## src/rtl/stopwatch_pkg.sv

```systemverilog
package stopwatch_pkg;

    typedef enum logic [1:0] {
        ST_CLEAR = 2'b00,
        ST_COUNT = 2'b01,
        ST_HOLD  = 2'b10
    } sw_state_e;

endpackage

```

## src/rtl/stopwatch_tick_div.sv

```systemverilog
// One-cycle tick every DIV enabled cycles; cleared to phase zero by clr.
module stopwatch_tick_div #(
    parameter int DIV = 125_000_000
) (
    input  logic clk,
    input  logic rst_n,
    input  logic clr,
    input  logic en,
    output logic tick
);
    localparam int CW = (DIV > 1) ? $clog2(DIV) : 1;
    localparam logic [CW-1:0] LAST = CW'(DIV - 1);

    logic [CW-1:0] phase_q;

    always_ff @(posedge clk or negedge rst_n) begin
        if (!rst_n) begin
            phase_q <= '0;
        end else if (clr) begin
            phase_q <= '0;
        end else if (en) begin
            phase_q <= (phase_q == LAST) ? '0 : phase_q + CW'(1);
        end
    end

    assign tick = en && (phase_q == LAST);

endmodule

```

## src/rtl/stopwatch_wrap_cnt.sv

```systemverilog
// Counter that returns to zero after MOD-1; synchronous clear wins over inc.
module stopwatch_wrap_cnt #(
    parameter int W   = 6,
    parameter int MOD = 60
) (
    input  logic         clk,
    input  logic         rst_n,
    input  logic         clr,
    input  logic         inc,
    output logic [W-1:0] value
);
    localparam logic [W-1:0] LAST = W'(MOD - 1);

    logic [W-1:0] value_q;

    always_ff @(posedge clk or negedge rst_n) begin
        if (!rst_n) begin
            value_q <= '0;
        end else if (clr) begin
            value_q <= '0;
        end else if (inc) begin
            value_q <= (value_q == LAST) ? '0 : value_q + W'(1);
        end
    end

    assign value = value_q;

endmodule

```

## src/rtl/stopwatch_ctrl.sv

```systemverilog
// Clear / count / hold controller driven by two level switches.
module stopwatch_ctrl
    import stopwatch_pkg::*;
(
    input  logic      clk,
    input  logic      rst_n,
    input  logic      sw_start,
    input  logic      sw_stop,
    output logic      run_en,
    output logic      clr,
    output sw_state_e state
);
    sw_state_e state_q, state_d;

    always_comb begin
        state_d = state_q;
        unique case (state_q)
            ST_CLEAR: if (sw_start) state_d = ST_COUNT;
            ST_COUNT: begin
                if (!sw_start)    state_d = ST_CLEAR;
                else if (sw_stop) state_d = ST_HOLD;
            end
            ST_HOLD: begin
                if (!sw_start)     state_d = ST_CLEAR;
                else if (!sw_stop) state_d = ST_COUNT;
            end
            default: state_d = ST_CLEAR;
        endcase
    end

    always_ff @(posedge clk or negedge rst_n) begin
        if (!rst_n) state_q <= ST_CLEAR;
        else        state_q <= state_d;
    end

    always_comb begin
        run_en = (state_q == ST_COUNT);
        clr    = (state_q == ST_CLEAR);
        state  = state_q;
    end

endmodule

```

## src/rtl/stopwatch_core.sv

```systemverilog
module stopwatch_core
    import stopwatch_pkg::*;
#(
    parameter int TICK_DIV = 125_000_000,
    parameter int SEC_W    = 6,
    parameter int MIN_W    = 2,
    parameter int SEC_MOD  = 60
) (
    input  logic             clk,
    input  logic             rst_n,
    input  logic             sw_start,
    input  logic             sw_stop,
    output logic [SEC_W-1:0] led_sec,
    output logic [MIN_W-1:0] led_min,
    output logic [1:0]       dbg_state
);
    localparam int             MIN_MOD  = 1 << MIN_W;
    localparam logic [SEC_W-1:0] SEC_LAST = SEC_W'(SEC_MOD - 1);

    logic      run_en, clr, tick, sec_wrap;
    sw_state_e state;

    stopwatch_ctrl u_ctrl (
        .clk      (clk),
        .rst_n    (rst_n),
        .sw_start (sw_start),
        .sw_stop  (sw_stop),
        .run_en   (run_en),
        .clr      (clr),
        .state    (state)
    );

    stopwatch_tick_div #(.DIV(TICK_DIV)) u_div (
        .clk   (clk),
        .rst_n (rst_n),
        .clr   (clr),
        .en    (run_en),
        .tick  (tick)
    );

    stopwatch_wrap_cnt #(.W(SEC_W), .MOD(SEC_MOD)) u_sec (
        .clk   (clk),
        .rst_n (rst_n),
        .clr   (clr),
        .inc   (tick),
        .value (led_sec)
    );

    assign sec_wrap = tick && (led_sec == SEC_LAST);

    stopwatch_wrap_cnt #(.W(MIN_W), .MOD(MIN_MOD)) u_min (
        .clk   (clk),
        .rst_n (rst_n),
        .clr   (clr),
        .inc   (sec_wrap),
        .value (led_min)
    );

    assign dbg_state = state;

endmodule

```

## config.mk

```make
export PLATFORM = sky130hd
export DESIGN_NAME = stopwatch_core
export DESIGN_NICKNAME = d
export VERILOG_FILES = /design/src/rtl/stopwatch_pkg.sv /design/src/rtl/stopwatch_tick_div.sv /design/src/rtl/stopwatch_wrap_cnt.sv /design/src/rtl/stopwatch_ctrl.sv /design/src/rtl/stopwatch_core.sv
export SDC_FILE = /design/constraint.sdc
export NUM_CORES = 1
export LEC_CHECK = 0
export ABC_AREA = 0
export BUFFER_PORTS_ARGS = -buffer_cell sky130_fd_sc_hd__buf_2
export CORE_UTILIZATION = 60
export CTS_CLUSTER_DIAMETER = 60
export DETAILED_ROUTE_END_ITERATION = 16
export PLACE_DENSITY = 0.89
export SKIP_CTS_REPAIR_TIMING = 1
export SLEW_MARGIN = 20
export SYNTH_ARGS = -nofsm -noshare
export SYNTH_HDL_FRONTEND = slang
export SYNTH_SLANG_ARGS = --single-unit
export TNS_END_PERCENT = 20
```

## constraint.sdc

```tcl
create_clock -name clk -period 2.5 [get_ports clk]
set_input_delay 0 -clock clk [delete_from_list [all_inputs] [get_ports clk]]
set_output_delay 0 -clock clk [all_outputs]
set_load 0.02 [all_outputs]
```

-- Word-level counts from Yosys, hierarchy flattened
Cells that the tools add are included.
- $add $sub $neg: 3
- equality and inequality tests: 8
- muxes and demuxes: 15
- reduce and logical (&&, ||, !) cells: 7
- operator list (kind ; number):
    two-way mux 27 bit ; 3
    adder 27 x 1 -> 27 bit, second input constant ; 1
    equality test 27 bit, second input constant ; 1
    two-way mux 6 bit ; 3
    two-way mux 2 bit ; 8
    adder 6 x 1 -> 6 bit, second input constant ; 1
    equality test 6 bit, second input constant ; 1
    != test 3 bit, second input constant ; 2
    one-hot mux 2 bit (3 select lines) ; 1
    nonzero test 2 bit ; 3
    equality test 2 bit, second input constant ; 2
    AND reduction 3 bit ; 1
    adder 2 x 1 -> 2 bit, second input constant ; 1
    equality test 2 x 1 -> 1 bit, second input constant ; 1
    logical AND 1 bit ; 2
    zero test 2 bit ; 1
    != test 2 bit, second input constant ; 1
- flip-flop bits (word level): 37
- input bits: 4
- output and inout port bits: 10
- word-level logic and storage cells: 37

-- Longest topological paths before layout
Gate-level depths: netlist (run 1).
- depth in word-level cells: 5
- depth in mapped cells: 7
- depth with buffers taken out: 6

-- Modules after synthesis
From an unflattened synthesis (run 1), not the netlist that was laid out.
- cell total of the unflattened synthesis: 237
- area total of the unflattened synthesis: 2179.6 µm²
- modules (own cells, without submodules) (module ; instances ; cells an instance ; area an instance (µm²) ; seq. area each (µm²)):
    stopwatch_tick_div ; 1 ; 181 ; 1630.3 ; 675.6
    stopwatch_wrap_cnt at u_sec ; 1 ; 36 ; 337.8 ; 150.1
    stopwatch_wrap_cnt at u_min ; 1 ; 8 ; 100.1 ; 50.0
    stopwatch_ctrl ; 1 ; 9 ; 93.8 ; 50.0
    stopwatch_core ; 1 ; 3 ; 17.5 ; 0.0

-- Worst setup path after synthesis (run 1)
OpenSTA, ideal clock, no wires.
- path kind: reg2reg
- start: register u_div.phase_q[9]
- end: register u_div.phase_q[20]
- setup time: 0.127 ns
- arrival time: 1.994 ns
- data required time: 2.373 ns
- path slack: 0.380 ns
- stages on the path, launching flop included: 7
- buffers on the path: 1
- clock period less this slack: 2.120 ns
- cell sequence: dfrtp_1 or4_4 nor4_4 a21oi_2 buf_2 a22oi_1 o21ai_1
- cells in the longest elaborated chain, start to end: 4
- elaborated cells on any way between the ends: 5
- classes of those cells: add/sub: 1; eq/ne: 1; mux: 3
- ends and longest elaborated chain (what ; line ; RTL):
    start, declared ; stopwatch_tick_div.sv:14 ; logic [CW-1:0] phase_q;
    start signal, assigned ; stopwatch_tick_div.sv:22 ; phase_q <= (phase_q == LAST) ? '0 : phase_q + CW'(1);
    adder 27 x 1 -> 27 bit or equality test 27 bit (tied branches) ; stopwatch_tick_div.sv:22 ;
    two-way mux 27 bit (*) ; stopwatch_tick_div.sv:22 ;
    two-way mux 27 bit (*) ; stopwatch_tick_div.sv:21 ; end else if (en) begin
    two-way mux 27 bit (*) ; stopwatch_tick_div.sv:19 ; end else if (clr) begin
Every way passes the cells marked *; elsewhere a longest branch is shown, timed or not. The select of a mux whose other input is x is not followed.
A chain may end at the register's enable or synchronous reset.

-- Worst setup path after layout (run 1)
- start: register u_div.phase_q[8]
- end: register u_div.phase_q[24]
The elaborated chain is that of the path after synthesis.

==> flow_metrics.tcl, run 1 <==
set metrics [dict create \
    status "finished clean" \
    wire_per_inst_microns 15.22 \
    synth_top_family_by_area "simple AND/OR/NAND/NOR gates" \
    ys_seq_elements 37 \
    grt_pass1_vias 1757 \
    sw_frac_of_total 0.2592 \
    max_stage_delay_ns 0.68 \
    hold_viol 0 \
    fin_tns_setup_ns 0 \
    vias 1968 \
    irDropWorstVdd_uv 333.4 \
    dieArea_sq_um 3891 \
    period_share 0.8948 \
    clk_pin_slew_ns 0.11 \
    clk_path_buf_depth 2 \
    ios 14 \
    initial_core_util 0.6403 \
    cts.sinks 37 \
    whs_ns 0.2774 \
    cts_tree "done" \
    layout-drive-gt1-share 0.1314 \
    tightest_slew_ns 0.7979 \
    core-area_sq_um 3416 \
    drc_errors 0 \
    synth.area.mux_share 0.03261 \
    synth_xor_area_frac 0.004005 \
    seqPwrFrac 0.607 \
    num_rows 21 \
    pwr_density_cell_nw_per_um2 421.7 \
    place_area_sq_um 2318 \
    fillers 271 \
    avgViaCountPerCell 6.150 \
    multiInputGateArea_sq_um 1165 \
    fmax_mhz 447.1 \
    syn_nets 259 \
    hp-class "in2async" \
    synth.distinct_cells 45 \
    wirelength_mm 4.869 \
    clk_latency_ns 0.33 \
    clock_skew_ns 0.006499 \
    die_h_microns 62.38 \
    ys.flop_type "dfrtp_1" \
    dr.pass1.iters 4 \
    grt_overflow 0 \
    synth-compound-area-share 0.1836 \
    critPathSlowestCell "or4_1" \
    async_flop_share 1.000 \
    syn2layout_area_growth_pct 10.07 \
    grt_pass1_wl_mm 8.217 \
    ys_seq_area_frac 0.4233 \
    htree_levels 2 \
    cts_root_buffer "clkbuf_4" \
    worstPathArrival_ns 2.47 \
    crit_family "simple AND/OR/NAND/NOR gates" \
    syn_area_sq_um 2187 \
    finalSetupViolations 0 \
    power.internal_mw 0.7521 \
    place_ws_ns 0.2950 \
    fin_util 0.7048 \
    yosys.area_share.simple 0.2952 \
    antenna_found_initial 0 \
    cp-start-kind "flip-flop" \
    grt_usage 0.2687 \
    dp.cells 308 \
    synth_edf_count 0 \
    power_frac_comb 0.102 \
    register_area_sq_um 925.9 \
    drt_iter0_drc 137 \
    worstPathBufferInverterCount 0 \
    die_w_microns 62.38 \
    synth.avg_cell_area_sq_um 8.679 \
    cts_buffers 5 \
    total_leakage_power_nw 0.9706 \
    grt_max_degree 38 \
    final_cells 320 \
    slew_headroom 0.4681 \
    dp_hpwl_mm 3.404 \
    clock_power_share 0.291 \
    synthCells 252 \
    gp_congestion 0.8983 \
    rsz0062_at_grt "no" \
    stdcell_area_sq_um 2407 \
    p_sw_mw 0.2631 \
    end_kind "flip-flop" \
    drv_cap 0 \
    ys_warn_count 0 \
    synth_fa_ha_area_frac 0.01716 \
    insertedDiodeCount 0 \
    setup_slack_ns 0.2631 \
    cp.required_ns 2.73 \
    slew_viol_final 0 \
    path_class "reg2reg" \
    drtAntennaViolNets 0 \
    cp_cell_sequence "nand4_1 > or4_1 > or4_4 > a21oi_2 > o21ai_2" \
    nNetsFinal 280 \
    p_total_mw 1.015 \
    period_needed_ns 2.237 \
    crit_path_max_fanout 8 \
    io_buffers 13 \
]
[cells by family after synthesis]
logic type | Yosys count
AND/OR/NAND/NOR | 112
adder cells (fa/ha/maj) | 3
AO/OA/AOI/OAI | 68
multiplexers | 7
XOR/XNOR | 1
buffers and inverters | 24
flip-flops | 37
[worst paths after layout]
kind	from	to	slack, ns	cells past startpoint
max reg2reg	u_div.phase_q[8]	u_div.phase_q[24]	0.26	5
max in group asynchronous	rst_n	u_div.phase_q[1]	1.72	2
min reg2reg	u_sec.value[0]	u_sec.value[0]	0.54	1
min in group clk	sw_start	u_ctrl.state[1]	0.45	4
min	rst_n	u_div.phase_q[24]	0.28	2
max	u_div.phase_q[8]	u_div.phase_q[24]	0.26	5
[state kept, by name (all words and copies together), names as in the netlist]
signal / flops
u_sec.value: 6
u_min.value: 2
u_div.phase_q: 27
u_ctrl.state: 2
[layout make-up]
cell class,count,area share
Timing Repair Buffer,24,0.06549
Tap cell,46,0.02391
Clock buffer,8,0.02027
Inverter,14,0.02183
Multi-Input combinational cell,191,0.4839
Sequential cell,37,0.3846
[placed cells by master, fill, tap and decap left out, types with 6 or more instances in the layout]
| cell type | instances |
|---|---|
| nand4_1 | 11 |
| inv_1 | 13 |
| nor2_1 | 10 |
| nand3_1 | 13 |
| nand2_1 | 34 |
| mux2i_1 | 6 |
| buf_4 | 7 |
| nand3b_1 | 11 |
| o21ai_0 | 22 |
| a21oi_1 | 20 |
| dfrtp_1 | 37 |
| buf_2 | 13 |
| nor3_1 | 6 |
[Yosys cell counts (5+ instances only)]
| master | number | area, sq um |
|---|---|---|
| dfrtp_1 | 37 | 925.9 |
| nand2_1 | 34 | 127.6 |
| o21ai_0 | 22 | 110.1 |
| a21oi_1 | 20 | 100.1 |
| inv_1 | 13 | 48.80 |
| nand3_1 | 13 | 65.06 |
| nand3b_1 | 11 | 82.58 |
| nand4_1 | 11 | 68.82 |
| nor2_1 | 10 | 37.54 |
| mux2i_1 | 6 | 60.06 |
| nor3_1 | 6 | 30.03 |
| buf_2 | 5 | 25.02 |
[per-layer routing]
metal | vias to the layer above | track usage | wire (microns) | share of wire
li1 | 966 | - | - | -
met5 | - | 0 | 0 | 0
met1 | 948 | 0.3853 | 2215 | 0.45
met4 | 0 | 0.08430 | 56 | 0.012
met3 | 6 | 0.05109 | 223 | 0.046
met2 | 48 | 0.4135 | 2374 | 0.49
[power groups by stage]
stage               combinational (mW)  sequential [mW]  clock, mW
finish                           0.103            0.616      0.296
CTS                             0.0972            0.616      0.299
floorplan                       0.0597            0.626          0
global placement                0.0947            0.627          0
global route                     0.116            0.617      0.326
detailed placement              0.0965            0.627          0
Power figures use the tool's default switching activity.
==> run 2: changes to the inputs <==
CORE_UTILIZATION = 45   (was 60)
PLACE_DENSITY = 0.72   (was 0.89)
SETUP_SLACK_MARGIN = 0.3   (was unset)
==> run 2 against run 1 <==
Against the previous run:
- power rose by 13%
- final area increased by 8.2%
- via count increased by 3.8%
- worst hold slack improved by 0.067 ns
- maximum frequency grew 3.4%
- core utilization decreased by 13 points
- critical path type unchanged
- flip-flop and latch count did not move
- largest cell class unchanged
==> flow_metrics.tcl, run 2 (synthesized netlist as in run 1, its figures left out) <==
set metrics [dict create \
    drtAntennaViolNets 0 \
    core-area_sq_um 4504 \
    num_rows 24 \
    r2r_slack_ns 0.34 \
    path_class "reg2reg" \
    seqPwrFrac 0.536 \
    insertedDiodeCount 0 \
    clock_skew_ns 0.008808 \
    clk_latency_ns 0.29 \
    ios 14 \
    dieArea_sq_um 5143 \
    worstPathBufferInverterCount 1 \
    avgViaCountPerCell 6.117 \
    layout-drive-gt1-share 0.1915 \
    slew_headroom 0.4387 \
    slew_viol_final 0 \
    period_needed_ns 2.163 \
    dp.cells 313 \
    antenna_found_initial 0 \
    grt_max_degree 40 \
    end_kind "flip-flop" \
    syn2layout_area_growth_pct 19.11 \
    clock_power_share 0.355 \
    fin_tns_setup_ns 0 \
    wire_per_inst_microns 15.92 \
    final_cells 334 \
    crit_family "simple AND/OR/NAND/NOR gates" \
    grt_overflow 0 \
    hold_viol 0 \
    grt_pass1_vias 1827 \
    cts_root_buffer "clkbuf_8" \
    cts_tree "done" \
    htree_levels 2 \
    wirelength_mm 5.318 \
    fin_util 0.5783 \
    drv_cap 0 \
    hp-class "in2async" \
    largest-register "u_div.phase_q" \
    worstPathArrival_ns 2.38 \
    stdcell_area_sq_um 2605 \
    tightest_slew_ns 0.8419 \
    power.internal_mw 0.8466 \
    cts.sinks 37 \
    whs_ns 0.3446 \
    irDropWorstVdd_uv 420.5 \
    rsz0062_at_grt "yes" \
    sw_frac_of_total 0.2610 \
    largest_reg_flops 27 \
    cp-start-kind "flip-flop" \
    cts_buffers 5 \
    die_h_microns 71.72 \
    layout_common_cells "dfrtp_1, nand2_1, o21ai_0, a21oi_1" \
    setup_slack_ns 0.3375 \
    grt_pass1_wl_mm 8.424 \
    nNetsFinal 288 \
    fmax_mhz 462.4 \
    dr.pass1.iters 4 \
    drt_iter0_drc 159 \
    power_frac_comb 0.109 \
    cp.required_ns 2.72 \
    clk_pin_slew_ns 0.08 \
    status "finished clean" \
    initial_core_util 0.4856 \
    die_w_microns 71.72 \
    pwr_density_cell_nw_per_um2 439.8 \
    gp_congestion 0.8942 \
    place_ws_ns 0.2700 \
    mostFrequentLayoutCell "dfrtp_1" \
    dp_hpwl_mm 3.304 \
    total_leakage_power_nw 1.051 \
    crit_path_max_fanout 8 \
    io_buffers 13 \
    p_total_mw 1.146 \
    grt_usage 0.2104 \
    p_sw_mw 0.2991 \
    vias 2043 \
    critPathSlowestCell "or4bb_1" \
    max_stage_delay_ns 0.57 \
    drc_errors 0 \
    clk_path_buf_depth 2 \
    finalSetupViolations 0 \
    place_area_sq_um 2322 \
    period_share 0.8650 \
    cp_cell_sequence "or4bb_1 > nor4_4 > buf_6 > nand3_4 > or4_1 > o21ai_1" \
]
run 2: changes by cell type in the layout (fill, tap and decap cells not counted), sizes merged:
cell         change
buf              +7
dlygate4sd3      -1
clkinv           +2
run 2: path summary, 6_finish.rpt:
path,from,to,cells past startpoint
setup / recovery,u_div.phase_q[7],u_min.value[0],6
hold / removal,rst_n,u_div.phase_q[24],2
setup reg to reg,u_div.phase_q[7],u_min.value[0],6
hold reg to reg,u_sec.value[0],u_sec.value[0],1
max in group asynchronous,rst_n,u_div.phase_q[8],2
min in group clk,sw_start,u_ctrl.state[0],3
run 2: routing by layer:
layer | GRT usage | vias up | wire length (microns)
met2 | 0.3281 | 43 | 2528
met1 | 0.2870 | 998 | 2527
li1 | - | 996 | -
met4 | 0.07625 | 0 | 57
met5 | 0 | - | 0
met3 | 0.04923 | 6 | 205
run 2: worst reg2reg max path, stage by stage, from the launching register on:
cell	delay [ns]
dfrtp_1	0.43
or4bb_1	0.57
nor4_4	0.33
buf_6	0.19
nand3_4	0.08
or4_1	0.41
o21ai_1	0.09
run 2: power groups by stage:
stage | clock network, mW | logic, mW | registers (mW)
CTS | 0.412 | 0.0981 | 0.614
finish | 0.407 | 0.125 | 0.614
global route | 0.441 | 0.138 | 0.614
global placement | 0 | 0.0959 | 0.625
floorplan | 0 | 0.0597 | 0.626
detailed placement | 0 | 0.0973 | 0.625
run 2: cell type report:
type	instances	area [sq um]
Clock inverter	2	10.01
Sequential cell	37	928.4
Clock buffer	6	72.57
Timing Repair Buffer	32	266.5
Fill cell	410	1899
Inverter	14	52.55
Multi-Input combinational cell	191	1210
Tap cell	52	65.06
